File: src/rtl/sram_wr_pkg.sv
package sram_wr_pkg;

  typedef enum logic [1:0] {
    ST_IDLE,
    ST_SETUP,
    ST_STROBE,
    ST_RECOVER
  } wrState_t;

  // Control-to-datapath strobe bundle
  typedef struct packed {
    logic ceN;
    logic weN;
    logic oe;
    logic turn;
    logic load;
  } strobe_t;

  // Limit selectors
  localparam int LIM_CYCLE = 0;
  localparam int LIM_PULSE = 1;
  localparam int LIM_DSET  = 2;
  localparam int LIM_ASET  = 3;
  localparam int LIM_TURN  = 4;

  function automatic int gradeNs(int grade, int which);
    int v;
    v = 0;
    case (grade)
      25: case (which)
            LIM_CYCLE: v = 25; LIM_PULSE: v = 20; LIM_DSET: v = 10;
            LIM_ASET:  v = 20; default:   v = 10;
          endcase
      35: case (which)
            LIM_CYCLE: v = 35; LIM_PULSE: v = 25; LIM_DSET: v = 12;
            LIM_ASET:  v = 25; default:   v = 13;
          endcase
      default: case (which)
            LIM_CYCLE: v = 45; LIM_PULSE: v = 30; LIM_DSET: v = 15;
            LIM_ASET:  v = 30; default:   v = 15;
          endcase
    endcase
    return v;
  endfunction

  function automatic int nsToCycles(int ns, int clkNs);
    int c;
    c = (ns + clkNs - 1) / clkNs;
    return (c < 1) ? 1 : c;
  endfunction

  function automatic int maxOf(int a, int b);
    return (a > b) ? a : b;
  endfunction

endpackage

File: src/rtl/sramWrCtrl.sv
module sramWrCtrl
  import sram_wr_pkg::*;
#(
  parameter int CLK_NS      = 10,
  parameter int SPEED_GRADE = 45
) (
  input  logic    clk,
  input  logic    rstN,
  input  logic    reqValid,
  input  logic    reqMode,
  output strobe_t strobes,
  output logic    busy,
  output logic    done
);

  localparam int PULSE_C = nsToCycles(gradeNs(SPEED_GRADE, LIM_PULSE), CLK_NS);
  localparam int DSET_C  = nsToCycles(gradeNs(SPEED_GRADE, LIM_DSET), CLK_NS);
  localparam int ASET_C  = nsToCycles(gradeNs(SPEED_GRADE, LIM_ASET), CLK_NS);
  localparam int TURN_C  = nsToCycles(gradeNs(SPEED_GRADE, LIM_TURN), CLK_NS);
  localparam int CYC_C   = nsToCycles(gradeNs(SPEED_GRADE, LIM_CYCLE), CLK_NS);
  localparam int STROBE_C = maxOf(maxOf(PULSE_C, TURN_C + DSET_C), maxOf(1, ASET_C - 1));
  localparam int REC_C    = maxOf(1, CYC_C - 1 - STROBE_C);
  localparam int CNT_W    = $clog2(maxOf(STROBE_C, REC_C) + 1);

  wrState_t   state;
  logic [CNT_W-1:0] cnt;
  logic       modeCe;
  logic       doneQ;
  logic [CNT_W:0]   cntAdj;
  logic       oeNow;

  always_ff @(posedge clk) begin
    if (!rstN) begin
      state  <= ST_IDLE;
      cnt    <= '0;
      modeCe <= 1'b0;
      doneQ  <= 1'b0;
    end else begin
      doneQ <= 1'b0;
      case (state)
        ST_IDLE: if (reqValid) begin
          state  <= ST_SETUP;
          modeCe <= reqMode;
          cnt    <= '0;
        end
        ST_SETUP: begin
          state <= ST_STROBE;
          cnt   <= '0;
        end
        ST_STROBE: begin
          if (cnt == CNT_W'(STROBE_C - 1)) begin
            state <= ST_RECOVER;
            cnt   <= '0;
          end else begin
            cnt <= cnt + 1'b1;
          end
        end
        default: begin
          if (cnt == CNT_W'(REC_C - 1)) begin
            state <= ST_IDLE;
            cnt   <= '0;
            doneQ <= 1'b1;
          end else begin
            cnt <= cnt + 1'b1;
          end
        end
      endcase
    end
  end

  // Cycles since writeN fell: setup counts as one in chip-select style
  assign cntAdj = {1'b0, cnt} + {{CNT_W{1'b0}}, modeCe};
  assign oeNow  = (cntAdj >= (CNT_W + 1)'(TURN_C));

  always_comb begin
    strobes      = '0;
    strobes.ceN  = 1'b1;
    strobes.weN  = 1'b1;
    strobes.load = (state == ST_IDLE) && reqValid;
    case (state)
      ST_SETUP: begin
        strobes.ceN  = modeCe;
        strobes.weN  = !modeCe;
        strobes.turn = modeCe && (TURN_C > 0);
      end
      ST_STROBE: begin
        strobes.ceN  = 1'b0;
        strobes.weN  = 1'b0;
        strobes.oe   = oeNow;
        strobes.turn = !oeNow;
      end
      ST_RECOVER: begin
        strobes.ceN = modeCe;
        strobes.weN = !modeCe;
      end
      default: ;
    endcase
  end

  assign busy = (state != ST_IDLE);
  assign done = doneQ;

endmodule

File: src/rtl/sramWrPath.sv
module sramWrPath
  import sram_wr_pkg::*;
#(
  parameter int ADDR_W = 16,
  parameter int DATA_W = 8
) (
  input  logic              clk,
  input  logic              rstN,
  input  strobe_t           strobes,
  input  logic [ADDR_W-1:0] reqAddr,
  input  logic [DATA_W-1:0] reqData,
  output logic              chipSelN,
  output logic              writeN,
  output logic              dataOe,
  output logic              turnaround,
  output logic [ADDR_W-1:0] sramAddr,
  output logic [DATA_W-1:0] sramData
);

  logic [ADDR_W-1:0] addrQ;
  logic [DATA_W-1:0] dataQ;

  always_ff @(posedge clk) begin
    if (!rstN) begin
      addrQ <= '0;
      dataQ <= '0;
    end else if (strobes.load) begin
      addrQ <= reqAddr;
      dataQ <= reqData;
    end
  end

  assign sramAddr   = addrQ;
  assign sramData   = dataQ;
  assign chipSelN   = strobes.ceN;
  assign writeN     = strobes.weN;
  assign dataOe     = strobes.oe;
  assign turnaround = strobes.turn;

endmodule

File: src/rtl/sramWriteSeq.sv
module sramWriteSeq
  import sram_wr_pkg::*;
#(
  parameter int CLK_NS      = 10,
  parameter int SPEED_GRADE = 45,
  parameter int ADDR_W      = 16,
  parameter int DATA_W      = 8
) (
  input  logic              clk,
  input  logic              rstN,
  input  logic              reqValid,
  input  logic [ADDR_W-1:0] reqAddr,
  input  logic [DATA_W-1:0] reqData,
  input  logic              reqMode,
  output logic              busy,
  output logic              done,
  output logic              turnaround,
  output logic              chipSelN,
  output logic              writeN,
  output logic [ADDR_W-1:0] sramAddr,
  output logic [DATA_W-1:0] sramData,
  output logic              dataOe
);

  strobe_t strobes;

  sramWrCtrl #(
    .CLK_NS(CLK_NS),
    .SPEED_GRADE(SPEED_GRADE)
  ) uCtrl (
    .clk(clk),
    .rstN(rstN),
    .reqValid(reqValid),
    .reqMode(reqMode),
    .strobes(strobes),
    .busy(busy),
    .done(done)
  );

  sramWrPath #(
    .ADDR_W(ADDR_W),
    .DATA_W(DATA_W)
  ) uPath (
    .clk(clk),
    .rstN(rstN),
    .strobes(strobes),
    .reqAddr(reqAddr),
    .reqData(reqData),
    .chipSelN(chipSelN),
    .writeN(writeN),
    .dataOe(dataOe),
    .turnaround(turnaround),
    .sramAddr(sramAddr),
    .sramData(sramData)
  );

endmodule

File: config.mk
export PLATFORM = sky130hd
export DESIGN_NAME = sramWriteSeq
export DESIGN_NICKNAME = d
export VERILOG_FILES = /design/src/rtl/sram_wr_pkg.sv /design/src/rtl/sramWrCtrl.sv /design/src/rtl/sramWrPath.sv /design/src/rtl/sramWriteSeq.sv
export SDC_FILE = /design/constraint.sdc
export NUM_CORES = 1
export LEC_CHECK = 0
export BUFFER_PORTS_ARGS = -buffer_cell sky130_fd_sc_hd__buf_4
export CORE_MARGIN = 5
export CORE_UTILIZATION = 31
export CTS_BUF_LIST = sky130_fd_sc_hd__clkbuf_8
export DETAILED_ROUTE_END_ITERATION = 7
export GPL_ROUTABILITY_DRIVEN = 0
export PLACE_DENSITY_LB_ADDON = 0.05
export SETUP_SLACK_MARGIN = 0.02
export SLEW_MARGIN = 20
export SYNTH_ARGS = -nofsm -noshare
export SYNTH_HDL_FRONTEND = slang
export SYNTH_HIERARCHICAL = 1
export SYNTH_SLANG_ARGS = --single-unit
File: constraint.sdc
create_clock -name clk -period 1.9 [get_ports clk]
set_clock_uncertainty 0.2 [all_clocks]
set_input_delay 0.19 -clock clk [delete_from_list [all_inputs] [get_ports clk]]
set_output_delay 0.19 -clock clk [all_outputs]
set_load 0.01 [all_outputs]
Yosys cells after proc, flatten, opt, wreduce, memory -nomap -nowiden
Cells that the tools add are included.
{"block": "totals", "register_bits": 31, "latch_bits": 0, "ramBits": 0, "mem_bits_ro": 0, "in_bits": 28, "output_inout_bits": 30, "elab_cells": 39, "n_memories": 0}
{"block": "op_classes", "add_sub_neg": 2, "mul": 0, "div_mod_pow": 0, "n_lt_le_gt_ge": 1, "eq_ne": 6, "n_shift": 0, "n_mux": 12, "n_bitwise": 1, "reduce_logical": 11}
{"cell": "two-way mux 3 bit", "count": 3}
{"cell": "one-hot mux 3 bit (3 select lines)", "count": 1}
{"cell": "two-way mux 2 bit", "count": 3}
{"cell": "one-hot mux 2 bit (3 select lines)", "count": 1}
{"cell": "adder 3 x 1 -> 4 bit", "count": 1}
{"cell": "equality test 2 bit (second input constant)", "count": 2}
{"cell": "greater-or-equal comparator 4 x 2 -> 1 bit (second input constant)", "count": 1}
{"cell": "one-hot mux 2 bit (2 select lines)", "count": 1}
{"cell": "nonzero test 4 bit", "count": 1}
{"cell": "OR reduction 4 bit", "count": 1}
{"cell": "adder 3 x 1 -> 3 bit (second input constant)", "count": 1}
{"cell": "equality test 3 x 2 -> 1 bit (second input constant)", "count": 1}
{"cell": "zero test 3 bit", "count": 1}
{"cell": "AND reduction 3 bit", "count": 1}
{"cell": "equality test 2 x 1 -> 1 bit (second input constant)", "count": 1}
{"cell": "zero test 1 bit", "count": 2}
{"cell": "zero test 2 bit", "count": 1}
{"cell": "two-way mux 1 bit", "count": 2}
{"cell": "!= test 2 x 1 -> 1 bit (second input constant)", "count": 1}
{"cell": "!= test 2 bit (second input constant)", "count": 1}
{"cell": "one-hot mux 1 bit (2 select lines)", "count": 1}
{"cell": "AND reduction 2 bit", "count": 1}
{"cell": "nonzero test 2 bit", "count": 1}
{"cell": "OR reduction 2 bit", "count": 1}
{"cell": "2 further kinds", "count": 2}

Depth between registers and ports, before layout
Gate-level depths: netlist of run 1.
{"block": "logic_depth", "depth_word": 4, "mapped_depth": 7, "mapped_depth_nobuf": 5}

By module
The synthesis of run 1 kept the hierarchy.
{"mod": "sramWrPath", "n_inst": 1, "cells_per_inst": 81, "area_per_inst_um2": 959.7}
{"mod": "sramWrCtrl", "n_inst": 1, "cells_per_inst": 65, "area_per_inst_um2": 540.5}

Least setup slack after synthesis of run 1
No wires, ideal clock.
{"block": "synth_timing", "kind": "reg-to-reg", "from": "reg uCtrl.state[0]", "to": "reg uPath.addrQ[0], in the netlist uPath/sramAddr[0]", "setup_time_ns": 0.116, "arrival_time_ns": 1.364, "t_required_ns": 1.584, "slack_ns": 0.220, "stages_incl_launch_ff": 8, "synth_period_minus_slack_ns": 1.680, "path_cell_list": "dfxtp_1 -> inv_1 -> ha_1 -> and2_1 -> buf_6 -> buf_12 -> mux2i_1 -> nor2b_1"}
{"element": "start, declared", "line_no": "sramWrCtrl.sv:25", "source": "wrState_t state;"}
{"element": "start signal, assigned", "line_no": "sramWrCtrl.sv:34", "source": "state <= ST_IDLE;"}
{"element": "start signal, assigned", "line_no": "sramWrCtrl.sv:42", "source": "state <= ST_SETUP;"}
{"element": "start signal, assigned", "line_no": "sramWrCtrl.sv:47", "source": "state <= ST_STROBE;"}
{"element": "end signal, assigned", "line_no": "sramWrPath.sv:28", "source": "addrQ <= reqAddr;"}
{"element": "end, declared", "line_no": "sramWrPath.sv:20", "source": "logic [ADDR_W-1:0] addrQ;"}

Worst setup path in the final report of run 1
{"block": "layout_timing", "from": "reg uCtrl.modeCe", "to": "out dataOe"}
{"block": "layout_between", "elab_chain_cells": 3}
{"element": "start, declared", "line_no": "sramWrCtrl.sv:27", "source": "logic modeCe;"}
{"element": "start signal, assigned", "line_no": "sramWrCtrl.sv:43", "source": "modeCe <= reqMode;"}
{"element": "adder 3 x 1 -> 4 bit", "line_no": "sramWrCtrl.sv:72", "source": "assign cntAdj = {1'b0, cnt} + {{CNT_W{1'b0}}, modeCe};"}
{"element": "greater-or-equal comparator 4 x 2 -> 1 bit", "line_no": "sramWrCtrl.sv:73", "source": "assign oeNow = (cntAdj >= (CNT_W + 1)'(TURN_C));"}
{"element": "two-way mux 1 bit", "line_no": "sramWrCtrl.sv:80", "source": "case (state)"}
{"element": "end, declared", "line_no": "sramWriteSeq.sv:22", "source": "output logic dataOe"}
No other way between the ends.

==> impl_metrics.toml, run 1 <==
[worst_setup_path]
cp-start-kind = "register"
arrival_ns = 1.46
critPathMaxFanout = 4
end_kind = "output port"
reg2reg_depth = 6
worstPathRequired_ns = 1.51
critPathKind = "register to output port"

[die]
initial_utilization_pct = 31.8
die_width_um = 79.6
ios = 58
dieArea_mm2 = 0.00633
core.rowCount = 25
die_h_um = 79.6
core-area_mm2 = 0.00472

[routing]
dr.pass1.iters = 4
initialDrtViolationCount = 18
via_per_inst = 4.15
postRouteAntennaNets = 0
wirelength_um = 3400
drc_errors = 0
vias = 1240
wl_per_cell_um = 11.4

[cts]
root_buffer = "clkbuf_8"
ctsHtreeMaxLevel = 2
clock_tree.buffer_depth = 2
path_clk_slew_ns = 0.06
cts_tree = "yes"
clk_latency_ns = 0.27
cts.sinks = 31
cts_made_buffers = 5

[sta]
hold_viol_final = 0
rsz0062_at_grt = "yes"
fmax_ghz = 0.540
fin_ws_ns = 0.0498
relSlewSlack_pct = 81.1
timing.final.crit_share_pct = 97.4
slew_violations = 0
setup-violations-final = 0
layout_min_cycle_time_ns = 1.85
worst_pin_slew_ns = 0.284
final.setup.tns_ns = 0

[logic_synthesis]
ys_seq_elements = 31
synth_nets = 184
synth_flop_cell = "dfxtp_1"
yosysWarnings = 6
async_flop_share_pct = 0
seq_area_frac_synth_pct = 41.4
synth_cell_types = 30
postSynthCellCount = 146
synth-edff-count = 0
avgSynthCellArea_um2 = 10.3
syn_area_mm2 = 0.00150

[pwr]
irDropWorstVdd_v = 0.000414
p_leak_uw = 0.00104
powerDensity_mw_per_mm2 = 1080
p_total_uw = 2550

[global_routing]
grt_overflow = 0
gr-usage-all-layers_pct = 11.4
grt_pass1_vias = 1262
grt_pass1_wl_um = 5660
grt_max_degree = 36
antenna_found_initial = 0

[layout]
area_growth_pct = 57.4
final_cell_mix = "63 x buf_4, 28 x dfxtp_1, 26 x mux2i_1"
antenna-diode-count = 0
num-nets-final = 269
final_cell_count_no_fill = 299
drive_gt1_share_pct = 35.3
layout_commonest_cell = "buf_4"
n_fill_cell = 432

[placed_design]
hpwl_um = 2340
portBuffers = 57
place_ws_ns = 0.158
placedCellCount = 264

[job]
drv_cap = 0

[hold_path]
holdCritPathClass = "input port to register"
whs_path_depth = 3

[run_status]
status = "complete, no violations"
==> final timing paths <==
| path | start | end | slack (ns) |
|---|---|---|---|
| worst max-delay path | uCtrl/modeCe | dataOe | 0.05 |
| worst min-delay path | rstN | uCtrl/done | 0.10 |
| worst max register to register | uCtrl/cnt[0] | uCtrl/cnt[0] | 0.10 |
| worst min register to register | uCtrl/state[1] | uCtrl/state[1] | 0.27 |
==> critical path, cell delays in order, from the launching register on <==
cell     delay, ns
dfxtp_4       0.36
ha_4          0.17
ha_4          0.16
and2_4        0.16
a21oi_4       0.12
o21a_1        0.13
buf_6         0.10
==> per-stage QoR <==
| stage | cell area [um^2] | utilization [%] | hold WS (ns) |
|---|---|---|---|
| global route | 2360 | 50.0 | 0.127 |
| finish | 2360 | 50.0 | 0.103 |
| floorplan | 1500 | - | 0.118 |
| detailed placement | 1950 | 41.3 | 0.257 |
| CTS | 2340 | 49.6 | 0.0996 |
| global placement | 1950 | 41.3 | 0.251 |
==> state kept, by name (all words and copies together) (netlist names) <==
| register | flops |
|---|---|
| uCtrl/cnt | 3 |
| uCtrl/done | 1 |
| uCtrl/modeCe | 1 |
| uCtrl/state | 2 |
| uPath/sramAddr | 16 |
| uPath/sramData | 8 |
==> synthesized netlist by cell type (2+ instances only) <==
| cell | n | area, um^2 |
|---|---|---|
| dfxtp_1 | 31 | 621 |
| mux2i_1 | 26 | 260 |
| nor2b_1 | 25 | 156 |
| ha_1 | 10 | 125 |
| inv_1 | 9 | 33.8 |
| nand2_1 | 6 | 22.5 |
| buf_4 | 4 | 30.0 |
| nand3_1 | 4 | 20.0 |
| a21oi_1 | 3 | 15.0 |
| clkbuf_1 | 3 | 11.3 |
| buf_12 | 2 | 40.0 |
| nand2b_1 | 2 | 12.5 |
| nor2_1 | 2 | 7.51 |
| o21ai_0 | 2 | 10.0 |
| o22ai_1 | 2 | 12.5 |
==> per-layer routing <==
| layer | vias up | part of all wire (%) | track usage, % |
|---|---|---|---|
| li1 | 647 | - | - |
| met1 | 548 | 44 | 13.6 |
| met2 | 40 | 47 | 18.6 |
| met3 | 5 | 7.4 | 3.61 |
| met4 | 0 | 1.8 | 5.15 |
| met5 | - | 0 | 0 |
==> power by group <==
part           switching, uW  leakage, uW  total, uW  internal (uW)
Combinational            569     0.000735       1220            647
Sequential              82.4     0.000256        875            793
Clock                    216    0.0000505        462            245
==> cell type report <==
type	count	area [um^2]	share of cell area, %
Clock buffer	5	68.8	2.91
Clock inverter	3	12.5	0.530
Inverter	9	33.8	1.43
Multi-Input combinational cell	95	801	33.9
Sequential cell	31	627	26.6
Tap cell	67	83.8	3.55
Timing Repair Buffer	89	734	31.1
==> kinds of logic (layout without fill, tap and decap cells) <==
group | Yosys count | in the layout | synth area share [%]
compound gates | 12 | 12 | 5.67
fa+ha+maj | 10 | 10 | 8.34
buf+inv | 20 | 106 | 8.76
flops | 31 | 31 | 41.4
mux | 27 | 27 | 18.1
simple gates | 46 | 46 | 17.8
==> what timing repair did <==
item	4_1_cts	5_1_grt
endpoints found under the setup margin	2	2
pin swaps	3	1
gates resized for setup	13	3
hold buffers	25	0
setup buffers	1	1
hold endpoints to repair	25	0
Note: power is estimated with default switching activity, not from simulation.
==> run 2, diff against run 1 <==
CORE_MARGIN = default   (was 5)
PLACE_DENSITY_LB_ADDON = default   (was 0.05)
==> impl_metrics.toml, run 2 (synthesis results as in run 1) <==
[run_status]
status = "complete, no violations"

[sta]
layout_min_cycle_time_ns = 1.84
timing.final.crit_share_pct = 97.1
fmax_ghz = 0.542
rsz0062_at_grt = "yes"
final.setup.tns_ns = 0
slew_violations = 0
hold_viol_final = 0
setup-violations-final = 0
relSlewSlack_pct = 78.7
worst_pin_slew_ns = 0.320

[cts]
path_clk_slew_ns = 0.06
cts_tree = "yes"
cts_made_buffers = 5
clk_latency_ns = 0.27
clock_tree.buffer_depth = 2
root_buffer = "clkbuf_8"
cts.sinks = 31
ctsHtreeMaxLevel = 2

[worst_setup_path]
slowest_delay_ns = 0.34
cpLargestDelayFamily = "flip-flops"
critPathMaxFanout = 2
crit_chain = "ha_4 -> ha_4 -> nor2_1 -> a21oi_4 -> o21a_1 -> buf_6"
cp-start-kind = "register"
cp_num_buf_inv = 1
end_kind = "output port"
arrival_ns = 1.45
worstPathRequired_ns = 1.51
crit_top_cell = "ha_4"
critPathKind = "register to output port"
slowest_stage = "dfxtp_2"

[layout]
layout_commonest_cell = "buf_4"
final_cell_mix = "62 x buf_4, 28 x dfxtp_1, 26 x mux2i_1"
num-nets-final = 269
area_growth_pct = 57.9
final_cell_area_mm2 = 0.00237
antenna-diode-count = 0
largest_register_ffs = 16
drive_gt1_share_pct = 35.8
final_cell_count_no_fill = 284

[global_routing]
grt_pass1_vias = 1326
grt_pass1_wl_um = 5730
grt_overflow = 0
gr-usage-all-layers_pct = 14.8
grt_max_degree = 36
antenna_found_initial = 0

[pwr]
irDropWorstVdd_v = 0.000784
p_leak_uw = 0.00105
powerDensity_mw_per_mm2 = 1130

[die]
core-area_mm2 = 0.00450
die_h_um = 71.6
dieArea_mm2 = 0.00512
initial_utilization_pct = 33.3
ios = 58
core.rowCount = 24
die_width_um = 71.6

[placed_design]
hpwl_um = 2060
dpl_cell_area_mm2 = 0.00195
placedCellCount = 249
portBuffers = 57

[routing]
initialDrtViolationCount = 59
postRouteAntennaNets = 0
wl_per_cell_um = 12.8
drc_errors = 0
dr.pass1.iters = 4
vias = 1269
via_per_inst = 4.47
wirelength_um = 3620

[job]
drv_cap = 0

[hold_path]
holdCritPathClass = "input port to register"
==> run 2: cell count changes in the layout (fill, tap and decap cells not counted), sizes merged <==
| cell | previous run | this run |
|---|---|---|
| clkinv | 1 | 0 |
| inv | 11 | 10 |
| clkbuf | 5 | 7 |
==> run 2: final cells by class <==
type | instances | area (um^2)
Clock buffer | 7 | 96.3
Clock inverter | 1 | 3.75
Fill cell | 423 | 2140
Inverter | 9 | 33.8
Multi-Input combinational cell | 95 | 798
Sequential cell | 31 | 624
Tap cell | 52 | 65.1
Timing Repair Buffer | 89 | 747
==> run 2: final timing paths <==
| check | startpoint | endpoint | slack, ns | cells after the start |
|---|---|---|---|---|
| max | uCtrl/modeCe | dataOe | 0.06 | 6 |
| min | rstN | uCtrl/state[1] | 0.12 | 3 |
| max reg2reg | uCtrl/cnt[0] | uCtrl/cnt[0] | 0.11 | 6 |
| min reg2reg | uCtrl/state[1] | uCtrl/state[1] | 0.27 | 2 |
==> run 2: repair_timing <==
action / CTS / global route
setup buffers: 2 / 0
pin swaps: 2 / 3
hold buffers: 25 / 0
resized for setup: 10 / 4
endpoints found under the hold margin: 25 / 0
endpoints found under the setup margin: 2 / 2
==> run 2: metrics by stage <==
step	hold WS (ns)	power (uW)	worst slack [ns]	utilization (%)
after CTS	0.107	2690	0.0395	52.2
final	0.121	2670	0.0557	52.6
after global routing	0.136	2850	-0.00835	52.6
after detailed placement	0.257	2000	0.177	43.2
after floorplan	0.118	1670	0.220	-
after global placement	0.249	2010	0.186	43.2
==> run 2: per-layer routing <==
metal	part of all wire, %	wire length [um]	track usage [%]	vias to the layer above
li1	-	-	-	646
met1	42	1540	15.6	575
met2	51	1840	27.7	43
met3	5.2	188	3.38	5
met4	1.6	58	7.19	0
met5	0	0	0	-
==> run 2: worst min-delay path, delay by kind of cell <==
kind / cells / cell delay [ns]
compound gates: 1 / 0.05
simple gates: 1 / 0.10
buf+inv: 1 / 0.21
==> run 2: where the power goes <==
group / internal (uW) / total (uW) / switching, uW
sequential: 792 / 868 / 76.2
clock: 325 / 561 / 236
combinational: 663 / 1240 / 578
total: 1780 / 2670 / 890
==> run 3, diff against run 2 <==
CORE_UTILIZATION = 30   (was 31)
CTS_BUF_LIST = sky130_fd_sc_hd__clkbuf_2 sky130_fd_sc_hd__clkbuf_4 sky130_fd_sc_hd__clkbuf_8   (was sky130_fd_sc_hd__clkbuf_8)
SETUP_SLACK_MARGIN = default   (was 0.02)
==> impl_metrics.toml, run 3 (synthesis results as in run 1) <==
[global_routing]
grt_pass1_wl_um = 5580
grt_max_degree = 36
gr-usage-all-layers_pct = 13.8
antenna_found_initial = 0
grt_pass1_vias = 1285
grt_overflow = 0

[cts]
clock_tree.buffer_depth = 2
cts_made_buffers = 5
root_buffer = "clkbuf_8"
cts.sinks = 31
path_clk_slew_ns = 0.06
clk_latency_ns = 0.27
cts_tree = "yes"
ctsHtreeMaxLevel = 2

[pwr]
p_total_uw = 2620
p_leak_uw = 0.00104
irDropWorstVdd_v = 0.000728
powerDensity_mw_per_mm2 = 1100

[hold_path]
holdCritPathClass = "input port to register"

[worst_setup_path]
cp-start-kind = "register"
crit_top_cell = "ha_4"
worstPathRequired_ns = 1.51
r2r_slack_ns = 0.13
slowest_delay_ns = 0.34
crit_chain = "ha_4 -> ha_4 -> and2_4 -> a21oi_2 -> o21a_1 -> buf_6"
critPathKind = "register to output port"
critPathMaxFanout = 2
arrival_ns = 1.45
end_kind = "output port"
slowest_stage = "dfxtp_2"

[layout]
n_fill_cell = 458
num-nets-final = 269
area_growth_pct = 57.9
final_cell_mix = "62 x buf_4, 28 x dfxtp_1, 26 x mux2i_1"
final_cell_area_mm2 = 0.00237
largest_register_ffs = 16
drive_gt1_share_pct = 35.8
layout_commonest_cell = "buf_4"
final_core_util_pct = 49.8
antenna-diode-count = 0

[die]
core.rowCount = 25
die_width_um = 72.7
die_h_um = 72.7
ios = 58
initial_utilization_pct = 31.6
core-area_mm2 = 0.00475
dieArea_mm2 = 0.00529

[routing]
wirelength_um = 3440
dr.pass1.iters = 2
via_per_inst = 4.17
wl_per_cell_um = 11.5
postRouteAntennaNets = 0
initialDrtViolationCount = 31
vias = 1247
drc_errors = 0

[sta]
timing.final.crit_share_pct = 97.0
slew_violations = 0
fin_ws_ns = 0.0572
fmax_ghz = 0.543
relSlewSlack_pct = 80.4
setup-violations-final = 0
rsz0062_at_grt = "yes"
worst_pin_slew_ns = 0.294
hold_viol_final = 0
layout_min_cycle_time_ns = 1.84

[placed_design]
hpwl_um = 2130
portBuffers = 57
dpl_cell_area_mm2 = 0.00196
place_ws_ns = 0.149

[run_status]
status = "complete, no violations"

[job]
drv_cap = 0
## run 3: cell count changes in the layout (fill, tap and decap cells not counted), sizes merged
cell	delta
clkinv	+1
inv	-1
## run 3: timing repair
action,in CTS,in global routing
hold buffers,25,0
endpoints found under the hold margin,25,0
pin swaps,2,2
resized for setup,9,4
endpoints found under the setup margin,2,2
setup buffers,2,0
## run 3: layer usage
metal	up-vias	share of wire [%]	track usage, %
li1	650	-	-
met1	552	45	15.4
met2	41	48	24.6
met3	4	5.8	4.28
met4	0	1.2	5.23
met5	-	0	0
## run 3: critical path: cells and delay by family (launching register included)
| kind | cells | cell delay, ns |
|---|---|---|
| and+or+nand+nor | 1 | 0.15 |
| AOI/OAI and AO/OA | 2 | 0.28 |
| adders and majority gates | 2 | 0.32 |
| buffers and inverters | 1 | 0.10 |
| DFF | 1 | 0.34 |
## run 3: metrics by stage
stage / setup TNS (ns) / hold WS, ns / instances
after CTS: 0 / 0.111 / 299
final: 0 / 0.107 / 299
after global routing: -0.00625 / 0.123 / 299
after floorplan: 0 / 0.118 / 146
after detailed placement: 0 / 0.255 / 264
after global placement: 0 / 0.248 / 264
## run 3: power breakdown
part / internal (uW) / switching, uW
registers: 792 / 75.2
logic: 665 / 569
clock network: 285 / 229
## run 3: worst paths after layout
check	startpoint	to	cells past startpoint
max	uCtrl/cnt[0]	dataOe	6
min	rstN	uCtrl/state[1]	3
max reg2reg	uCtrl/cnt[0]	uCtrl/cnt[0]	6
min reg2reg	uCtrl/state[1]	uCtrl/state[1]	2
## run 3: layout make-up
class,instances,area (um^2),area share (%)
Multi-Input combinational cell,95,791,33.4
Timing Repair Buffer,89,747,31.5
Sequential cell,31,624,26.4
Clock buffer,7,83.8,3.54
Tap cell,67,83.8,3.54
Inverter,9,33.8,1.43
Clock inverter,1,5.00,0.211
